**src/rtl/dma_irq_handshake.sv**
```systemverilog
module dma_irq_handshake (
  input  logic clk,
  input  logic rst_n,
  input  logic cfg_drq_hi,
  input  logic cfg_dack_hi,
  input  logic cfg_irq_hi,
  input  logic xfer_need,
  input  logic irq_pending,
  input  logic rearm,
  input  logic cs_n,
  input  logic aen,
  input  logic ior_n,
  input  logic iow_n,
  input  logic dack_pin,
  input  logic tc,
  output logic drq_pin,
  output logic irq_pin,
  output logic byte_stb,
  output logic eob,
  output logic reg_access_en
);

  logic dack_act, strobe, done;
  logic strb_q, dack_q, tc_q, drq_q, blocked;

  assign dack_act = (dack_pin == cfg_dack_hi);
  assign strobe   = ~ior_n | ~iow_n;
  assign done     = strb_q & ~strobe & dack_q;

  always_ff @(posedge clk or negedge rst_n) begin
    if (!rst_n) begin
      strb_q   <= 1'b0;
      dack_q   <= 1'b0;
      tc_q     <= 1'b0;
      byte_stb <= 1'b0;
      eob      <= 1'b0;
      blocked  <= 1'b0;
      drq_q    <= 1'b0;
    end else begin
      strb_q   <= strobe;
      dack_q   <= strobe ? dack_act : 1'b0;
      tc_q     <= strobe ? (tc & dack_act) : 1'b0;
      byte_stb <= done;
      eob      <= done & tc_q;
      if (done & tc_q)  blocked <= 1'b1;
      else if (rearm)   blocked <= 1'b0;
      drq_q    <= xfer_need & ~blocked & ~done & ~byte_stb;
    end
  end

  assign drq_pin       = cfg_drq_hi ? drq_q : ~drq_q;
  assign irq_pin       = cfg_irq_hi ? irq_pending : ~irq_pending;
  assign reg_access_en = ~cs_n & ~aen;

  AST_STB_ONE_CYCLE: assert property (@(posedge clk) disable iff (!rst_n)
    byte_stb |=> !byte_stb);
  AST_DRQ_DROPS: assert property (@(posedge clk) disable iff (!rst_n)
    byte_stb |-> !drq_q);
  AST_EOB_WITH_STB: assert property (@(posedge clk) disable iff (!rst_n)
    eob |-> byte_stb);
  AST_BLOCK_AFTER_EOB: assert property (@(posedge clk) disable iff (!rst_n)
    eob |=> !drq_q);
  AST_STB_NEEDS_DACK: assert property (@(posedge clk) disable iff (!rst_n)
    byte_stb |-> $past(dack_act, 2));
  AST_NO_REG_IN_DMA: assert property (@(posedge clk) disable iff (!rst_n)
    aen |-> !reg_access_en);

endmodule

```
**config.mk**
```make
export PLATFORM = sky130hd
export DESIGN_NAME = dma_irq_handshake
export DESIGN_NICKNAME = d
export VERILOG_FILES = /design/src/rtl/dma_irq_handshake.sv
export SDC_FILE = /design/constraint.sdc
export NUM_CORES = 1
export LEC_CHECK = 0
export CORE_AREA = 2 2 39 41
export CTS_CLUSTER_DIAMETER = 150
export CTS_CLUSTER_SIZE = 10
export DETAILED_ROUTE_END_ITERATION = 7
export DIE_AREA = 0 0 41 43
export DONT_BUFFER_PORTS = 1
export GPL_TIMING_DRIVEN = 0
export SLEW_MARGIN = 30
export SYNTH_ARGS = -nofsm -noshare
export SYNTH_HDL_FRONTEND = slang
export SYNTH_SLANG_ARGS = --single-unit
```
**constraint.sdc**
```tcl
create_clock -name clk -period 1.6 [get_ports clk]
set_input_delay 0.48 -clock clk [delete_from_list [all_inputs] [get_ports clk]]
set_output_delay 0.48 -clock clk [all_outputs]
set_load 0.02 [all_outputs]
```
; ---- After elaboration in Yosys (flattened, before gate mapping)
; Index checks and enable logic that the tools add are counted.
; W data, S select, Z words.
[totals]
ff_bits = 7
input_bits = 14
output_inout_bits = 5
[op_classes]
n_eq_ne = 1
mux = 6
bitwise_logic = 19
n_reduce_logical = 1
[ops]
columns = cell, n
row1 = $not A1 Y1, 10
row2 = $and A1 B1 Y1, 8
row3 = $mux W1, 6
row4 = $reduce_bool A2 Y1, 1
row5 = $eq A1 B1 Y1, 1
row6 = $or A1 B1 Y1, 1

; ---- Logic depth before layout (Yosys ltp)
[depth]
word_depth = 8
ltp_mapped = 2
depth_no_buf = 2

; ---- Worst setup path before layout
; Ideal clock, no wire load.
[synth_timing]
path_kind = input port to output port
start = input port cfg_drq_hi
end = output port drq_pin
t_arrival_ns = 0.862
setup_slack_ns = 0.258
stages = 1
cell_sequence = xnor2_1
[synth_between]
elab_chain_len = 1
[synth_lines]
columns = element, line
row1 = "start, declared", 4  ; input logic cfg_drq_hi,
row2 = $mux W1, 51  ; assign drq_pin = cfg_drq_hi ? drq_q : ~drq_q;
row3 = "end, declared", 16  ; output logic drq_pin,
; No other way between the ends.

; ---- Worst setup path in the final report
[layout_timing]
start = register drq_q
end = output port drq_pin
[layout_between]
elab_chain_len = 2
[layout_lines]
columns = element, line
row1 = "start, declared", 24  ; logic strb_q, dack_q, tc_q, drq_q, blocked;
row2 = "start signal, assigned", 47  ; drq_q <= xfer_need & ~blocked & ~done & ~byte_stb;
row3 = $not A1 Y1, 51
row4 = $mux W1 (*), 51
; Mark *: on every way between the ends. The rest lies on a longest branch, timed or not.

==> run metrics <==
Detailed Routing Iterations Pass 1=2; core area=0.001384 sq mm; full die area=0.001763 sq mm; clock sink total=7; grt total ovfl=0; minimum clock period=1.494 ns; vias per std cell=4.125; Initial Utilization=19.98%; Tcrit/Tclk final=93.40%; hold endpoint=dack_q; H-tree Lvls=1; # port buffers=0; Setup crit end kind=output pin; worst vdd ir=0.3550 mV; final count of pins violating max slew=0; critical path arrival=1.01 ns; first-pass GRT wire length=696 um; FF+latch area=175.2 sq um; ratio of cells with drive above 1 in the final layout=20.83%; worst-margin pin slew=0.4711 ns; Row Count=14; final WL=454 um; Hold Path Stages=1; I/O pin count=19; PostCTS Resize Cnt=0; combinational power share=9.3%; clk_lat worst skew=0.24 ns; FF-to-FF End=drq_q; post-synthesis cell type count=12; antenna violations before repair=0; CP Max Fanout=1; synthesized instance count=19; nets@finish=39; TNS Setup=0 ns; drc violations=0; Routed wire per std cell=11.35 um; CTS tree=built; FF+latch count, synth=7; clk slew on worst S/H paths=0.05 ns; vias in the first global route=188; GRT Total Usage=6.370%; post-synthesis sequential area ratio=63.35%; fmax=669.2 MHz; kind of critical path=register to output pin; Reg power frac=50.6%; fillers=139; Bufs on Longest Clock Path=2; flop-to-flop setup slack=0.76 ns; Setup violations, final=0; hold_sp=ior_n; syn nets=33; DIE HEIGHT=43 um; Synth Warn #=0; Ant. Diodes=0; leakage=0.0001557 uW; Pint=297.4 uW; CP max-delay cell=xnor2_1; CP required=1.12 ns; CTS Buf Count=3; Netlist Area Pre-Place=276.5 sq um; power per cell area=1150 mW/mm^2; via count=165; Synth Area per Inst=14.55 sq um; Worst path max stage delay=0.39 ns; Placer Congestion=0.6084; clock group share of total power=40.1%; reg2reg start=byte_stb; WP buf/inv=0; worst clock skew=0.003793 ns; die width=41 um; Switching Fraction=22.32%; DR iter-0 viols=2; multi-input gate area in the final layout=97.59 sq um; Clock Tree Root=clkbuf_4; area grow syn2layout=20.36%; status=complete, no violations; Crit path max-delay family=XOR/XNOR gates; Psw=85.45 uW; Fin. Hold Viols=0; Worst R2R Path Depth=1; Setup crit start kind=register; largest net degree at the start of global routing=8; max-cap violation count=0; Worst Hold Class=primary input to register; final antenna-violating net count=0; worst rel slew slack=68.37%; CP cell instances=xnor2_1; RSZ-0062 raised after global routing=no; fin util=24.05%
[synth_stat cells, drive strengths merged]
cell	n	area (sq um)
a22o	1	8.760
a21oi	1	5.000
xnor2	2	17.52
inv	1	3.750
and3b	1	8.760
dfrtp	7	175.2
xor2	1	8.760
nand2	1	3.750
and2	1	6.260
nor4b	1	23.77
and4	1	11.26
nor2	1	3.750
[per-layer routing]
| metal | GRT usage (%) | routed length (um) | vias up |
|---|---|---|---|
| li1 | - | - | 75 |
| met1 | 6.579 | 180 | 72 |
| met5 | 0 | 0 | - |
| met2 | 8.750 | 199 | 18 |
| met4 | 6.000 | 0 | 0 |
| met3 | 3.141 | 74 | 0 |
[power by group through the flow]
stage / sequential, uW / clock, uW / combinational [uW]
3_5_place_dp: 197 / 0 / 31.6
6_report: 194 / 154 / 35.7
3_3_place_gp: 196 / 0 / 31.0
2_1_floorplan: 195 / 0 / 29.2
4_1_cts: 194 / 163 / 36.9
5_1_grt: 194 / 174 / 40.1
[cells in the final DEF, fill, tap and decap left out]
master and instances:
a21oi_1 1, a22o_1 1, and2_1 1, and3b_1 1, and4_4 1, clkbuf_1 1, clkbuf_4 3, dfrtp_1 7
dlygate4sd3_1 1, inv_1 1, nand2_1 1, nor2_1 1, nor4b_4 1, xnor2_1 2, xor2_1 1
[registers in the layout (all words and copies together), names as in the netlist]
name / flops
dack_q: 1
tc_q: 1
strb_q: 1
eob: 1
drq_q: 1
byte_stb: 1
blocked: 1
[logic make-up after synthesis]
| group | synth area share, % |
|---|---|
| and+or+nand+nor | 20.81 |
| xor gates and xnor gates | 9.504 |
| AOI/OAI and AO/OA | 4.976 |
| buffers and inverters | 1.356 |
| DFF | 63.35 |
[how the worst max path moves through the flow]
stage	from	endpoint	slack (ns)	cells past startpoint
after floorplan	cfg_drq_hi	drq_pin	0.26	1
after global routing	drq_q	drq_pin	0.04	1
final	drq_q	drq_pin	0.11	1
after detailed placement	cfg_drq_hi	drq_pin	0.25	1
after global placement	cfg_irq_hi	irq_pin	0.23	1
after CTS	drq_q	drq_pin	0.09	1
[what timing repair did]
action | 4_1_cts | 5_1_grt
hold endpoints to repair | 7 | 0
hold buffers | 1 | 0
buffers inserted | 0 | 0
[stage by stage]
step | instances | hold slack [ns] | total power (uW) | instance area [sq um] | setup WS [ns]
2_1_floorplan | 19 | 0.1844 | 224.6 | 276.5 | 0.2583
3_3_place_gp | 35 | 0.1846 | 227.1 | 296.5 | 0.2340
3_5_place_dp | 35 | 0.1846 | 228.5 | 296.5 | 0.2498
4_1_cts | 40 | 0.3069 | 393.7 | 332.8 | 0.08621
5_1_grt | 40 | 0.3041 | 408.3 | 332.8 | 0.04107
6_report | 40 | 0.3148 | 382.8 | 332.8 | 0.1056
[cell type report]
| cell class | count | share of cell area, % |
|---|---|---|
| clock buffer | 4 | 7.895 |
| inverter | 1 | 1.128 |
| multi-input combinational | 11 | 29.32 |
| sequential | 7 | 52.63 |
| tap | 16 | 6.015 |
| timing repair buffer | 1 | 3.008 |
(Power assumes the default switching activity.)
